==> src/rtl/irq_router_pkg.sv <==
package irq_router_pkg;
  localparam int LINE_COUNT = 32;
  localparam int LINE_IDX_W = $clog2(LINE_COUNT);
  localparam int PIT_LINE   = 0;
  localparam int RTC_LINE   = 8;
  localparam int MSG_HALF_W = 32;
  localparam int MSG_W      = 2 * MSG_HALF_W;

  typedef struct packed {
    logic [LINE_COUNT-1:0] raiseLevel;
    logic [LINE_COUNT-1:0] raisePulse;
    logic [LINE_COUNT-1:0] lower;
    logic                  legEnter;
    logic                  legLeave;
  } lineStrobe_t;
endpackage

==> src/rtl/irq_router_ctrl.sv <==
module irq_router_ctrl
  import irq_router_pkg::*;
#(
  parameter int NUM_CH = 4
) (
  input  logic                           clk,
  input  logic                           rst_n,
  input  logic                           globalEn,
  input  logic                           legacyEn,
  input  logic [NUM_CH-1:0]              chEnable,
  input  logic [NUM_CH-1:0]              chLevel,
  input  logic [NUM_CH-1:0]              chMsgEn,
  input  logic [NUM_CH*LINE_IDX_W-1:0]   chRoute,
  input  logic [NUM_CH-1:0]              fireStb,
  input  logic [NUM_CH-1:0]              clearStb,
  input  logic                           stsWrEn,
  input  logic [NUM_CH-1:0]              stsWrData,
  input  logic [NUM_CH-1:0]              status,
  output lineStrobe_t                    lineStb,
  output logic [NUM_CH-1:0]              stsSet,
  output logic [NUM_CH-1:0]              stsClr,
  output logic [NUM_CH-1:0]              msgFire
);
  logic [NUM_CH-1:0] enQ;
  logic [NUM_CH-1:0] msgEnQ;
  logic              globalQ;
  logic              legQ;

  logic [NUM_CH-1:0] fireOk;
  logic [NUM_CH-1:0] deassert;
  logic [NUM_CH-1:0] msgRise;
  logic [LINE_IDX_W-1:0] effRoute [NUM_CH];

  // Route selection: legacy mode pins the first two channels.
  genvar g;
  generate
    for (g = 0; g < NUM_CH; g++) begin : g_route
      if (g == 0) begin : g_pit
        assign effRoute[g] = legacyEn ? LINE_IDX_W'(PIT_LINE)
                                      : chRoute[g*LINE_IDX_W +: LINE_IDX_W];
      end else if (g == 1) begin : g_rtc
        assign effRoute[g] = legacyEn ? LINE_IDX_W'(RTC_LINE)
                                      : chRoute[g*LINE_IDX_W +: LINE_IDX_W];
      end else begin : g_plain
        assign effRoute[g] = chRoute[g*LINE_IDX_W +: LINE_IDX_W];
      end
    end
  endgenerate

  always_ff @(posedge clk) begin
    if (!rst_n) begin
      enQ     <= '0;
      msgEnQ  <= '0;
      globalQ <= 1'b0;
      legQ    <= 1'b0;
    end else begin
      enQ     <= chEnable;
      msgEnQ  <= chMsgEn;
      globalQ <= globalEn;
      legQ    <= legacyEn;
    end
  end

  always_comb begin
    lineStb = '0;
    stsSet  = '0;
    stsClr  = '0;
    msgFire = '0;
    for (int i = 0; i < NUM_CH; i++) begin
      fireOk[i]   = fireStb[i] & chEnable[i] & globalEn;
      msgRise[i]  = chMsgEn[i] & ~msgEnQ[i];
      deassert[i] = clearStb[i]
                  | (enQ[i] & ~chEnable[i])
                  | (globalQ & ~globalEn)
                  | (stsWrEn & stsWrData[i] & status[i])
                  | msgRise[i];
      stsClr[i]  = deassert[i];
      msgFire[i] = fireOk[i] & chMsgEn[i];
      stsSet[i]  = fireOk[i] & ~chMsgEn[i] & chLevel[i];
      if (deassert[i] && (!chMsgEn[i] || msgRise[i]))
        lineStb.lower[effRoute[i]] = 1'b1;
      if (stsSet[i])
        lineStb.raiseLevel[effRoute[i]] = 1'b1;
      if (fireOk[i] && !chMsgEn[i] && !chLevel[i])
        lineStb.raisePulse[effRoute[i]] = 1'b1;
    end
    lineStb.legEnter = legacyEn & ~legQ;
    lineStb.legLeave = ~legacyEn & legQ;
    if (lineStb.legEnter || lineStb.legLeave) begin
      lineStb.lower[PIT_LINE] = 1'b1;
      lineStb.lower[RTC_LINE] = 1'b1;
    end
  end
endmodule

==> src/rtl/irq_router_dp.sv <==
module irq_router_dp
  import irq_router_pkg::*;
#(
  parameter int NUM_CH = 4
) (
  input  logic                       clk,
  input  logic                       rst_n,
  input  lineStrobe_t                lineStb,
  input  logic [NUM_CH-1:0]          stsSet,
  input  logic [NUM_CH-1:0]          stsClr,
  input  logic [NUM_CH-1:0]          msgFire,
  input  logic [NUM_CH*MSG_W-1:0]    chMsgRoute,
  input  logic                       pitIn,
  input  logic                       rtcIn,
  input  logic                       msgReady,
  output logic [LINE_COUNT-1:0]      irqLines,
  output logic [NUM_CH-1:0]          status,
  output logic                       pitEnable,
  output logic                       msgValid,
  output logic [MSG_HALF_W-1:0]      msgAddr,
  output logic [MSG_HALF_W-1:0]      msgData
);
  localparam int IDX_W = (NUM_CH > 1) ? $clog2(NUM_CH) : 1;

  logic [LINE_COUNT-1:0] lineLevel;
  logic [LINE_COUNT-1:0] pulseQ;
  logic                  legacyQ;
  logic                  pitReg;
  logic                  rtcLevel;
  logic [NUM_CH-1:0]     pend;
  logic [NUM_CH-1:0]     pendAll;
  logic [IDX_W-1:0]      pick;
  logic                  found;
  logic                  slotFree;
  logic [LINE_COUNT-1:0] passLines;

  always_ff @(posedge clk) begin
    if (!rst_n) begin
      lineLevel <= '0;
      pulseQ    <= '0;
      status    <= '0;
      legacyQ   <= 1'b0;
      pitEnable <= 1'b1;
      pitReg    <= 1'b0;
      rtcLevel  <= 1'b0;
    end else begin
      lineLevel <= (lineLevel & ~lineStb.lower) | lineStb.raiseLevel;
      pulseQ    <= lineStb.raisePulse;
      status    <= (status & ~stsClr) | stsSet;
      pitReg    <= pitIn;
      rtcLevel  <= rtcIn;
      if (lineStb.legEnter) begin
        legacyQ   <= 1'b1;
        pitEnable <= 1'b0;
      end else if (lineStb.legLeave) begin
        legacyQ   <= 1'b0;
        pitEnable <= 1'b1;
      end
    end
  end

  always_comb begin
    passLines = '0;
    passLines[PIT_LINE] = ~legacyQ & pitReg;
    passLines[RTC_LINE] = ~legacyQ & rtcLevel;
  end

  assign irqLines = lineLevel | pulseQ | passLines;

  // Message port: lowest pending channel wins when the slot frees.
  assign pendAll  = pend | msgFire;
  assign slotFree = ~msgValid | msgReady;

  always_comb begin
    pick  = '0;
    found = 1'b0;
    for (int i = 0; i < NUM_CH; i++) begin
      if (!found && pendAll[i]) begin
        pick  = IDX_W'(i);
        found = 1'b1;
      end
    end
  end

  always_ff @(posedge clk) begin
    if (!rst_n) begin
      pend     <= '0;
      msgValid <= 1'b0;
      msgAddr  <= '0;
      msgData  <= '0;
    end else if (slotFree) begin
      msgValid <= found;
      if (found) begin
        msgAddr <= chMsgRoute[int'(pick)*MSG_W + MSG_HALF_W +: MSG_HALF_W];
        msgData <= chMsgRoute[int'(pick)*MSG_W +: MSG_HALF_W];
        pend    <= pendAll & ~(NUM_CH'(1) << pick);
      end else begin
        pend    <= pendAll;
      end
    end else begin
      pend <= pendAll;
    end
  end

  // an offered message stays put until accepted
  a_r9_msg_hold: assert property (@(posedge clk) disable iff (!rst_n)
    (msgValid && !msgReady) |=> (msgValid && $stable(msgAddr) && $stable(msgData)));

  // reset leaves PIT ownership with the old timer and no message
  a_r11_reset_state: assert property (@(posedge clk)
    $past(!rst_n) |-> (pitEnable && !msgValid && status == '0));
endmodule

==> src/rtl/irq_router.sv <==
module irq_router
  import irq_router_pkg::*;
#(
  parameter int NUM_CH = 4
) (
  input  logic                            clk,
  input  logic                            rst_n,
  input  logic                            globalEn,
  input  logic                            legacyEn,
  input  logic [NUM_CH-1:0]               chEnable,
  input  logic [NUM_CH-1:0]               chLevel,
  input  logic [NUM_CH-1:0]               chMsgEn,
  input  logic [NUM_CH*LINE_IDX_W-1:0]    chRoute,
  input  logic [NUM_CH*MSG_W-1:0]         chMsgRoute,
  input  logic [NUM_CH-1:0]               fireStb,
  input  logic [NUM_CH-1:0]               clearStb,
  input  logic                            stsWrEn,
  input  logic [NUM_CH-1:0]               stsWrData,
  input  logic                            pitIn,
  input  logic                            rtcIn,
  input  logic                            msgReady,
  output logic [LINE_COUNT-1:0]           irqLines,
  output logic [NUM_CH-1:0]               status,
  output logic                            pitEnable,
  output logic                            msgValid,
  output logic [MSG_HALF_W-1:0]           msgAddr,
  output logic [MSG_HALF_W-1:0]           msgData
);
  lineStrobe_t       lineStb;
  logic [NUM_CH-1:0] stsSet;
  logic [NUM_CH-1:0] stsClr;
  logic [NUM_CH-1:0] msgFire;

  irq_router_ctrl #(.NUM_CH(NUM_CH)) u_ctrl (
    .clk       (clk),
    .rst_n     (rst_n),
    .globalEn  (globalEn),
    .legacyEn  (legacyEn),
    .chEnable  (chEnable),
    .chLevel   (chLevel),
    .chMsgEn   (chMsgEn),
    .chRoute   (chRoute),
    .fireStb   (fireStb),
    .clearStb  (clearStb),
    .stsWrEn   (stsWrEn),
    .stsWrData (stsWrData),
    .status    (status),
    .lineStb   (lineStb),
    .stsSet    (stsSet),
    .stsClr    (stsClr),
    .msgFire   (msgFire)
  );

  irq_router_dp #(.NUM_CH(NUM_CH)) u_dp (
    .clk        (clk),
    .rst_n      (rst_n),
    .lineStb    (lineStb),
    .stsSet     (stsSet),
    .stsClr     (stsClr),
    .msgFire    (msgFire),
    .chMsgRoute (chMsgRoute),
    .pitIn      (pitIn),
    .rtcIn      (rtcIn),
    .msgReady   (msgReady),
    .irqLines   (irqLines),
    .status     (status),
    .pitEnable  (pitEnable),
    .msgValid   (msgValid),
    .msgAddr    (msgAddr),
    .msgData    (msgData)
  );

  // written-one bits are clear afterwards when no fire competes
  a_r5_write_clears: assert property (@(posedge clk) disable iff (!rst_n)
    (stsWrEn && fireStb == '0) |=> ((status & $past(stsWrData)) == '0));

  // dropping the global enable empties the status register
  a_r4_global_off: assert property (@(posedge clk) disable iff (!rst_n)
    $fell(globalEn) |=> (status == '0));

  // entering legacy mode takes the line away from the PIT
  a_r6_legacy_enter: assert property (@(posedge clk) disable iff (!rst_n)
    $rose(legacyEn) |=> !pitEnable);

  // leaving legacy mode hands the line back
  a_r7_legacy_leave: assert property (@(posedge clk) disable iff (!rst_n)
    $fell(legacyEn) |=> pitEnable);
endmodule

==> config.mk <==
export PLATFORM = sky130hd
export DESIGN_NAME = irq_router
export DESIGN_NICKNAME = d
export VERILOG_FILES = /design/src/rtl/irq_router_pkg.sv /design/src/rtl/irq_router_ctrl.sv /design/src/rtl/irq_router_dp.sv /design/src/rtl/irq_router.sv
export SDC_FILE = /design/constraint.sdc
export NUM_CORES = 1
export LEC_CHECK = 0
export ABC_AREA = 0
export CAP_MARGIN = 0
export CELL_PAD_IN_SITES_DETAIL_PLACEMENT = 2
export CELL_PAD_IN_SITES_GLOBAL_PLACEMENT = 2
export CORE_MARGIN = 2
export CORE_UTILIZATION = 34
export DETAILED_ROUTE_END_ITERATION = 8
export DONT_BUFFER_PORTS = 1
export PLACE_DENSITY = 0.92
export SYNTH_ARGS = -nofsm -noshare
export SYNTH_HDL_FRONTEND = slang
export SYNTH_SLANG_ARGS = --single-unit
==> constraint.sdc <==
create_clock -name clk -period 2.3 [get_ports clk]
set_input_delay 0.69 -clock clk [delete_from_list [all_inputs] [get_ports clk]]
set_output_delay 0.69 -clock clk [all_outputs]
set_load 0.03 [all_outputs]
* After elaboration in Yosys (flattened, before gate mapping)
Cells that the tools add are included.
** Operators by class
- Mux-type cells :: 37
- $add $sub $neg :: 1
- Bitwise operators :: 95
- Reduce and logical (&&, ||, !) cells :: 37
- Shift-type cells :: 3
- $lt $le $gt $ge :: 8
** Operator list (number)
- 32-bit two-way mux :: 12
- 32-bit bitwise OR :: 11
- 256-bit by 32-bit variable part select with 32-bit output :: 1
- 256-bit by 9-bit variable part select with 32-bit output :: 1
- 1-bit AND :: 41
- 32-bit AND :: 1
- 32-bit inverter :: 1
- 32-bit by 9-bit bitwise OR with 32-bit output :: 1
- 5-bit by 6-bit < comparator with 1-bit output (second input constant) :: 4
- 1-bit demux with 5-bit select :: 4
- 5-bit by 1-bit >= comparator with 1-bit output (second input constant) :: 4
- 1-bit logical AND :: 19
- 1-bit inverter :: 17
- 1-bit bitwise OR :: 17
- 1-bit two-way mux :: 15
- 1-bit zero test :: 11
- 5-bit two-way mux :: 2
- 8-bit by 6-bit adder with 9-bit output (second input constant) :: 1
- 4-bit AND :: 2
- 4-bit two-way mux :: 2
- 4-bit inverter :: 2
- 4-bit bitwise OR :: 2
- 1-bit logical OR :: 5
- 2-bit two-way mux :: 2
- other kinds (3) :: 3
** Word-level totals
- Word-level logic and storage cells :: 196
- Output and inout port bits :: 102
- Bits in registers :: 151

* Depth between registers and ports, before layout
Gate-level depths: netlist of run 1.
- Depth in word-level cells :: 19
- Gate-level depth with buffers :: 8

* Modules after synthesis
A second synthesis of run 1 with hierarchy kept.
** Unflattened totals
- Cells, all modules :: 1390
- Area total of the unflattened synthesis :: 10741.6 µm²
** Modules (own cells, without submodules)
- irq_router_dp :: seq. area each 2822.7 µm², cells an instance 810, instances 1, area each 7006.7 µm²
- irq_router_ctrl :: seq. area each 200.2 µm², cells an instance 580, instances 1, area each 3734.8 µm²

* Worst setup path before layout of run 1
OpenSTA, ideal clock, no wires.
- Kind :: input to register
- From :: input port legacyEn
- To :: register u_dp.lineLevel[7]
- Stages :: 6
- Setup time :: 0.124 ns
- Buffers on the path :: 2
- Data arrival time :: 1.924 ns
- Setup slack :: 0.251 ns
- Path through :: buf_2 > buf_6 > nor4b_1 > nand3_1 > o221ai_1 > o21ai_0
** On the way
- Longest elaborated chain between the ends :: 15
** Ends and longest elaborated chain
- start, declared :: RTL line irq_router.sv:9 : input logic legacyEn,
- 5-bit two-way mux :: RTL line irq_router_ctrl.sv:39 : assign effRoute[g] = legacyEn ? LINE_IDX_W'(PIT_LINE)
- 5-bit by 6-bit < comparator with 1-bit output (implied by the code) / 5-bit by 1-bit >= comparator with 1-bit output (equally long branches) :: RTL line irq_router_ctrl.sv:81, irq_router_ctrl.sv:83
- 1-bit logical AND (implied by the code) :: RTL line irq_router_ctrl.sv:81, irq_router_ctrl.sv:83
- 1-bit two-way mux (implied by the code) :: RTL line irq_router_ctrl.sv:81, irq_router_ctrl.sv:83
- 1-bit demux with 5-bit select
- 32-bit two-way mux :: RTL line irq_router_ctrl.sv:80 : if (deassert[i] && (!chMsgEn[i] || msgRise[i]))
- 32-bit bitwise OR (no line)
- 32-bit two-way mux :: RTL line irq_router_ctrl.sv:80
- 32-bit bitwise OR (no line)
- 32-bit two-way mux :: RTL line irq_router_ctrl.sv:80
- 32-bit bitwise OR (no line)
- 32-bit two-way mux :: RTL line irq_router_ctrl.sv:80
- 32-bit inverter :: RTL line irq_router_dp.sv:47 : lineLevel <= (lineLevel & ~lineStb.lower) | lineStb.raiseLevel;
- 32-bit AND :: RTL line irq_router_dp.sv:47
- 32-bit bitwise OR (*) :: RTL line irq_router_dp.sv:47
- end signal, assigned :: RTL line irq_router_dp.sv:47
- end, declared :: RTL line irq_router_dp.sv:25 : logic [LINE_COUNT-1:0] lineLevel;
Every way passes the cells marked *; elsewhere a longest branch is shown, timed or not.
A chain may end at the register's enable or synchronous reset.

* Final worst setup path of run 1
- From :: register u_dp.pend[0]
- To :: register u_dp.msgData[28]
** On the way
- Longest elaborated chain between the ends :: 12
** Ends and longest elaborated chain
- start, declared :: RTL line irq_router_dp.sv:30 : logic [NUM_CH-1:0] pend;
- start signal, assigned :: RTL line irq_router_dp.sv:96 : pend <= pendAll & ~(NUM_CH'(1) << pick);
- start signal, assigned :: RTL line irq_router_dp.sv:98 : pend <= pendAll;
- start signal, assigned :: RTL line irq_router_dp.sv:101 : pend <= pendAll;
- 4-bit bitwise OR (*) :: RTL line irq_router_dp.sv:71 : assign pendAll = pend | msgFire;
- 1-bit two-way mux (*) :: RTL line irq_router_dp.sv:78 : if (!found && pendAll[i]) begin
- 1-bit zero test :: RTL line irq_router_dp.sv:78
- 1-bit logical AND :: RTL line irq_router_dp.sv:78
- 1-bit two-way mux :: RTL line irq_router_dp.sv:78
- 1-bit zero test :: RTL line irq_router_dp.sv:78
- 1-bit logical AND :: RTL line irq_router_dp.sv:78
- 1-bit two-way mux :: RTL line irq_router_dp.sv:78
- 1-bit zero test :: RTL line irq_router_dp.sv:78
- 1-bit logical AND :: RTL line irq_router_dp.sv:78
- 2-bit two-way mux / 1-bit two-way mux (equally long branches) :: RTL line irq_router_dp.sv:78
- 256-bit by 9-bit variable part select with 32-bit output / 2-bit AND reduction (equally long branches)
- end signal, assigned :: RTL line irq_router_dp.sv:95 : msgData <= chMsgRoute[int'(pick)*MSG_W +: MSG_HALF_W];
- end, declared :: RTL line irq_router_dp.sv:21 : output logic [MSG_HALF_W-1:0] msgData
Marks and branches as above.

==> results.txt, run 1 <==
----------------------------------------------------
[Clock tree]
  CTS root buf ... clkbuf_16
  Clock-pin slew on the worst setup and hold paths ... approximately 0.080 ns
  Maximum buffer depth of the clock tree ... 2
  Cts-stage hold buffer count ... 0
  Post-CTS Setup Inserts ... 0
  Number of sinks handled by clock tree synthesis ... 151
  Clock latency reported for the late side of the worst-skew pair ... around 0.45 ns
  Number of buffers created by CTS ... 17
  CTS tree ... built
  Max H-tree Level ... 4
  Post-CTS Resized ... 0

[Floorplanning]
  Die height ... 168 um
  Site row count ... a little under 60
  CORE AREA ... ~26000 um^2
  I/O pin cnt ... 410
  Overall die area ... about 28000 um^2
  Horizontal die dimension ... ~170 um
  Starting density of the core ... 34.8%

[Synthesis]
  Synthesized cell area ... between 9000 and 10000 um^2
  Post-synthesis mux area share ... less than 1%
  Leading cell type by number of instances after synthesis ... nand2_1
  Dominant register cell in the synthesized netlist ... dfxtp_1
  Cell variety after synth ... 53
  Mean Syn Cell Area ... about 7.6 um^2
  Syn. warnings ... 0
  Post-synth top cells ... nand2_1 (187), dfxtp_1 (151), o22ai_1 (127)
  Top-area cell type share of the netlist area ... ~33%
  Post-Synth Adder-Cell Area ... less than 1%
  Syn_nets ... around 1500
  Post-synth top area cell ... dfxtp_1
  Synth async-reset ratio ... 0%
  Combinational family with the most area after synthesis ... compound AO/OA/AOI/OAI gates
  Number of synthesized flops with an enable pin ... 0
  Synthesized flop and latch total ... ~150
  Synth top area cells ... dfxtp_1 (33%), o22ai_1 (8.7%), nand2_1 (7.7%)
  Compound-cell area share of the yosys netlist ... between 40 and 50%
  XOR/XNOR share of the synthesized area ... 0%
  Portion of the post-synthesis area used by sequential elements ... between 30% and 40%
  Post-synthesis instance total ... ~1200
  Synth Area in Simple Gates ... a little under a fifth

[Placed design]
  Dpl ws ... -0.165 ns
  Final GP Congestion ... 1.03
  PortBufs ... 0
  Placed insts ... ~1500
  Total half-perimeter wirelength after legalization and detailed placement ... around 37000 um

[Global route]
  Leftover overflow at the end of global routing ... 0
  First-pass GRT wire length ... ~77000 um
  Number of antenna violations at the first check in global routing ... 9
  Total routing resource utilization after global routing ... between 30% and 40%
  Number of global-route vias before repair ... around 12000
  Largest net degree at the start of global routing ... between 150 and 200

[Timing]
  Setup WS post-layout ... a little under 0.2 ns
  Number of max-slew violations in the final report ... 0
  Number of failing hold endpoints at the final stage ... 0
  Worst Max-Slew Pin Slew ... ~1.1 ns
  Clk_skew ... ~0.022 ns
  Post-route clock period utilization ... between 90% and 100%
  Normalized max-slew margin ... ~25%
  Final critical-path required period ... around 2.1 ns
  Setup repair after global routing missed its margin ... false
  Final setup violating endpoints ... 0
  Max Fclk ... 475 MHz

[Final layout]
  Filler cell count in the final layout ... ~3000
  Fraction of layout cells with a size suffix above 1 ... between 10 and 15%
  Post-synthesis to final-layout area growth ... 12.7%
  Number of standard cells in the layout, taps in and fillers out ... 1510
  Post-layout net count ... between 1000 and 1500

[Power]
  Relative contribution of sequential cells to total power ... between 40% and 50%
  Static Leak ... around 3.2 nW
  Share of total power in the clock network ... between 40% and 50%
  Net switching fraction of the power ... between 30% and 40%
  Combinational group share of total power ... about an eighth
  Internal power ... ~0.0045 W
  Net Switching ... around 0.0024 W
  Ratio of total power to cell area ... approximately 670 nW/um^2
  Total Power ... a little under 0.007 W
  Largest vdd supply drop ... between 0.0003 and 0.0004 V

[Worst setup path]
  CP peak stage delay ... 0.88 ns
  Ordered list of cells on the worst path ... o21bai_1 > nor2_4 > buf_12 > a22oi_1 > a31oi_1
  Critical path class ... flip-flop to flip-flop
  Type of element launching the critical path ... flip-flop
  Worst setup path startpoint ... u_dp.pend[0]$_SDFF_PN0_
  Start of the worst register-to-register path ... u_dp.pend[0]$_SDFF_PN0_
  Cell with the biggest individual delay on the critical path ... nor2_4
  Worst path required time ... between 2 and 3 ns
  Critical Path AT ... roughly 2.5 ns
  Crit. End Element ... flip-flop
  Biggest fanout along the worst timing path ... around 40

[Flow run]
  Max-capacitance violation count ... 0

[Worst hold path]
  Type of the worst min-delay path ... primary input to flip-flop
  Origin of the worst min-delay path ... chEnable[1]

[Drt]
  Vias after detailed routing ... 11105
  Number of nets with antenna violations after routing ... 0
  Residual DRC ... 0
  Number of DRC violations after detailed-routing iteration 0 ... between 1000 and 1500
  Total iterations of the first detailed-routing run ... 6
  Post-detailed-routing wire length ... a little over 50000 um
  Routed WL per cell ... 34.4 um
  Number of vias per cell ... between 7 and 8

[Status]
  Result of the run ... finished, final reports clean

----------------------------------------------------
-- cell usage in the layout, fill, tap and decap left out, types with 20 or more instances in the layout --
| cell type | netlist | final |
|---|---|---|
| nor2_1 | 21 | 21 |
| nand2_1 | 187 | 187 |
| dfxtp_1 | 151 | 151 |
| a21oi_1 | 66 | 66 |
| a31oi_1 | 66 | 66 |
| buf_12 | 0 | 20 |
| a22oi_1 | 64 | 64 |
| o221ai_1 | 54 | 54 |
| or2_2 | 30 | 30 |
| nand3_1 | 20 | 20 |
| buf_4 | 11 | 38 |
| o21a_1 | 29 | 29 |
| o21ai_0 | 115 | 115 |
| o22ai_1 | 127 | 127 |
-- stage by stage --
stage	util [%]	hold slack, ns	TNS (ns)	area [um^2]
4_1_cts	39.1	0.362	0	10200
3_3_place_gp	37.0	0.475	-1.60	9680
5_1_grt	39.1	0.357	0	10300
2_1_floorplan	-	0.454	0	9110
6_report	39.2	0.364	0	10300
3_5_place_dp	37.0	0.481	-4.17	9680
-- final timing paths --
check / slack, ns / cells past startpoint / end
max: 0.20 / 5 / u_dp.msgData[28]$_SDFFE_PN0P_
min: 0.36 / 1 / u_ctrl.enQ[1]$_SDFF_PN0_
max reg2reg: 0.20 / 5 / u_dp.msgData[28]$_SDFFE_PN0P_
min reg2reg: 0.50 / 2 / u_dp.lineLevel[23]$_SDFF_PN0_
-- worst max-delay path: cells and delay by family (launching register included) --
family	cells	cell delay [ns]
flops	1	0.32
simple gates	1	0.88
compound gates	3	0.53
buf+inv	1	0.26
-- cells by family (layout without fill, tap and decap cells) --
logic type	Yosys count	in the layout
AO/OA/AOI/OAI	571	571
adder cells (fa/ha/maj)	1	1
buffers and inverters	125	98
flip-flops	151	151
multiplexers	1	1
other	0	7
AND/OR/NAND/NOR	346	346
-- metal layers --
layer / vias to the layer above / wire (um) / track usage [%]
met2: 820 / 24800 / 59.7
met5: - / 13 / 0
met4: 2 / 3060 / 19.3
li1: 4520 / - / -
met3: 215 / 5120 / 8.98
met1: 5548 / 18900 / 42.1
-- power groups by stage --
stage	registers, W	clock network, W	logic [W]
floorplan	0.00311	0	0.000631
global placement	0.00318	0	0.000829
detailed placement	0.00319	0	0.000871
CTS	0.00313	0.00286	0.000886
global route	0.00313	0.00297	0.000966
finish	0.00313	0.00285	0.000911
-- final cells by class --
class	instances	area [um^2]	share of cell area [%]
Multi-Input combinational cell	919	5530	53.9
Sequential cell	151	3020	29.5
Timing Repair Buffer	58	686	6.68
Clock buffer	17	425	4.15
Tap cell	335	419	4.08
Clock inverter	15	135	1.32
Inverter	8	30.0	0.293
Antenna cell	7	17.5	0.171
-- state kept, by name (all words and copies together) (netlist names), 4 cells and up --
name	flops
u_ctrl.msgEnQ	4
u_dp.msgAddr	32
u_dp.pend	4
u_dp.lineLevel	32
u_ctrl.enQ	4
u_dp.status	4
u_dp.pulseQ	32
u_dp.msgData	32
Power figures use the tool's default switching activity.
==> inputs of run 2 (changes only) <==
--- a/config.mk
+++ b/config.mk
@@ -14,6 +14,7 @@
 export DETAILED_ROUTE_END_ITERATION = 8
 export DONT_BUFFER_PORTS = 1
 export PLACE_DENSITY = 0.92
+export SETUP_SLACK_MARGIN = 0.5
 export SYNTH_ARGS = -nofsm -noshare
 export SYNTH_HDL_FRONTEND = slang
 export SYNTH_SLANG_ARGS = --single-unit
==> run 2 against run 1 <==
  * The run now ends with DRC left
  * First-iteration DRC count rose by 13%
  * Critical path depth rose by 1
  * Combinational power rose by 37%
  * Register-to-register slack improved by 0.08 ns
  * Fmax rose by 4.1%
  * Final area rose by 11%
  * Core utilization rose by 4.4 points
  * Die area did not move
  * Routed wire length rose by 17%
  * Via count rose by 5.8%
  * Critical endpoint is now u_dp.lineLevel[12]$_SDFF_PN0_
  * Largest cell class unchanged
==> results.txt, run 2 (synthesis results as in run 1) <==
----------------------------------------------------
[Status]
  Result of the run ... finished, violations left
  Violated checks ... DRC

[Drt]
  Routed WL per cell ... ~40 um
  Number of nets with antenna violations after routing ... 0
  Residual DRC ... 1
  Number of DRC violations after detailed-routing iteration 0 ... roughly 1300
  Vias after detailed routing ... between 10000 and 15000
  Number of vias per cell ... approximately 7.7
  Post-detailed-routing wire length ... between 60000 and 70000 um
  Total iterations of the first detailed-routing run ... 9

[Clock tree]
  Max H-tree Level ... 4
  Clock latency reported for the late side of the worst-skew pair ... between 0.4 and 0.5 ns
  Number of sinks handled by clock tree synthesis ... 151
  CTS root buf ... clkbuf_16
  Number of buffers created by CTS ... 17
  Clock-pin slew on the worst setup and hold paths ... roughly 0.080 ns
  Maximum buffer depth of the clock tree ... 2
  CTS tree ... built

[Worst setup path]
  Worst setup path startpoint ... u_dp.status[3]$_SDFF_PN0_
  Crit. End Element ... flip-flop
  Worst path required time ... about 2.7 ns
  Sum of buffers and inverters on the critical path ... 1
  Ordered list of cells on the worst path ... a31o_4 > o41ai_4 > clkbuf_16 > o22ai_4 > nor3_2 > o31a_1
  Worst reg-to-reg path cell count ... 6
  Biggest fanout along the worst timing path ... 8
  Type of element launching the critical path ... flip-flop
  Critical path class ... flip-flop to flip-flop
  Start of the worst register-to-register path ... u_dp.status[3]$_SDFF_PN0_
  Critical path's top delay family ... compound AO/OA/AOI/OAI gates
  Worst R2R End ... u_dp.lineLevel[12]$_SDFF_PN0_
  CP peak stage delay ... ~0.48 ns
  Setup slack on the worst flop-to-flop path ... 0.28 ns
  Critical Path AT ... around 2.4 ns
  Cell with the biggest individual delay on the critical path ... o41ai_4

[Final layout]
  Fraction of layout cells with a size suffix above 1 ... 21.1%
  Post-route standard cell area excluding fillers ... around 11000 um^2
  Finished Core Util ... 43.5%
  Commonest non-fill, non-tap cells in the layout ... nand2_1 (187), dfxtp_1 (140), o22ai_1 (123)
  Most common cell after layout, fill and taps aside ... nand2_1
  Number of standard cells in the layout, taps in and fillers out ... about 1500
  Post-layout net count ... about 1500
  Post-synthesis to final-layout area growth ... 25.3%

[Placed design]
  Post-Place Cell Area ... 9810 um^2
  Placed insts ... between 1000 and 1500
  PortBufs ... 0
  Total half-perimeter wirelength after legalization and detailed placement ... around 36000 um
  Final GP Congestion ... 0.926

[Worst hold path]
  Number of cells on the worst hold path ... 1
  Type of the worst min-delay path ... primary input to flip-flop
  Origin of the worst min-delay path ... globalEn
  WHS Endpoint ... u_ctrl.globalQ$_SDFF_PN0_

[Timing]
  Worst Max-Slew Pin Slew ... 0.879 ns
  Post-route clock period utilization ... 87.9%
  Number of max-slew violations in the final report ... 0
  Clk_skew ... between 0.015 and 0.02 ns
  Max Fclk ... a little under 500 MHz
  Setup repair after global routing missed its margin ... true
  Final critical-path required period ... around 2 ns
  Normalized max-slew margin ... between 40% and 50%
  Final setup violating endpoints ... 0
  Number of failing hold endpoints at the final stage ... 0

[Floorplanning]
  Die height ... 168 um
  Starting density of the core ... a little over a third
  CORE AREA ... roughly 26000 um^2
  Site row count ... just under 60
  I/O pin cnt ... 410
  Overall die area ... between 20000 and 30000 um^2
  Horizontal die dimension ... ~170 um

[Power]
  Largest vdd supply drop ... roughly 0.00039 V
  Ratio of total power to cell area ... between 600 and 700 nW/um^2
  Static Leak ... 3.52 nW

[Global route]
  Number of global-route vias before repair ... approximately 12000
  Total routing resource utilization after global routing ... 39.2%
  Leftover overflow at the end of global routing ... 0
  First-pass GRT wire length ... 82400 um
  Largest net degree at the start of global routing ... 181
  Number of antenna violations at the first check in global routing ... 5

[Flow run]
  Max-capacitance violation count ... 0

----------------------------------------------------
==> run 2: worst max-delay path by stage <==
stage	to	depth (start not counted)
5_1_grt	u_dp.lineLevel[12]$_SDFF_PN0_	6
4_1_cts	u_dp.msgAddr[28]$_SDFFE_PN0P_	6
2_1_floorplan	u_dp.lineLevel[21]$_SDFF_PN0_	7
3_5_place_dp	u_dp.lineLevel[15]$_SDFF_PN0_	6
6_report	u_dp.lineLevel[12]$_SDFF_PN0_	6
3_3_place_gp	u_dp.lineLevel[15]$_SDFF_PN0_	6
==> run 2: layer usage <==
| metal | wire (um) | vias to the layer above | track usage, % |
|---|---|---|---|
| met5 | 40 | - | 0 |
| met4 | 4550 | 6 | 22.8 |
| met3 | 6480 | 363 | 11.7 |
| met2 | 28400 | 1001 | 65.8 |
| met1 | 21300 | 5806 | 44.4 |
| li1 | - | 4569 | - |
==> run 2: per-stage QoR <==
stage | setup slack (ns) | setup TNS, ns | hold WS [ns] | total power, W
6_report | 0.278 | 0 | 0.366 | 0.00739
5_1_grt | 0.215 | 0 | 0.362 | 0.00751
4_1_cts | 0.423 | 0 | 0.356 | 0.00716
3_5_place_dp | -0.454 | -5.74 | 0.472 | 0.00408
3_3_place_gp | -0.190 | -0.369 | 0.458 | 0.00402
2_1_floorplan | 0.341 | 0 | 0.444 | 0.00381
==> run 2: what timing repair did <==
action	4_1_cts	5_1_grt
endpoints found under the hold margin	0	0
gates cloned	5	9
gates resized for setup	63	58
endpoints found under the setup margin	76	99
buffers inserted	10	15
hold buffers	0	0
pin swaps	18	30
==> run 2: report_power, final <==
group,switching [W],internal (W)
Clock,0.00142,0.00158
Sequential,0.000381,0.00275
Combinational,0.000763,0.000492
==> run 2: layout make-up <==
cell class	instances	area (um^2)
Fill cell	2840	14800
Multi-Input combinational cell	919	6120
Sequential cell	151	3040
Timing Repair Buffer	87	1210
Clock buffer	19	453
Tap cell	335	419
Clock inverter	13	136
Inverter	8	30.0
Antenna cell	2	5.00
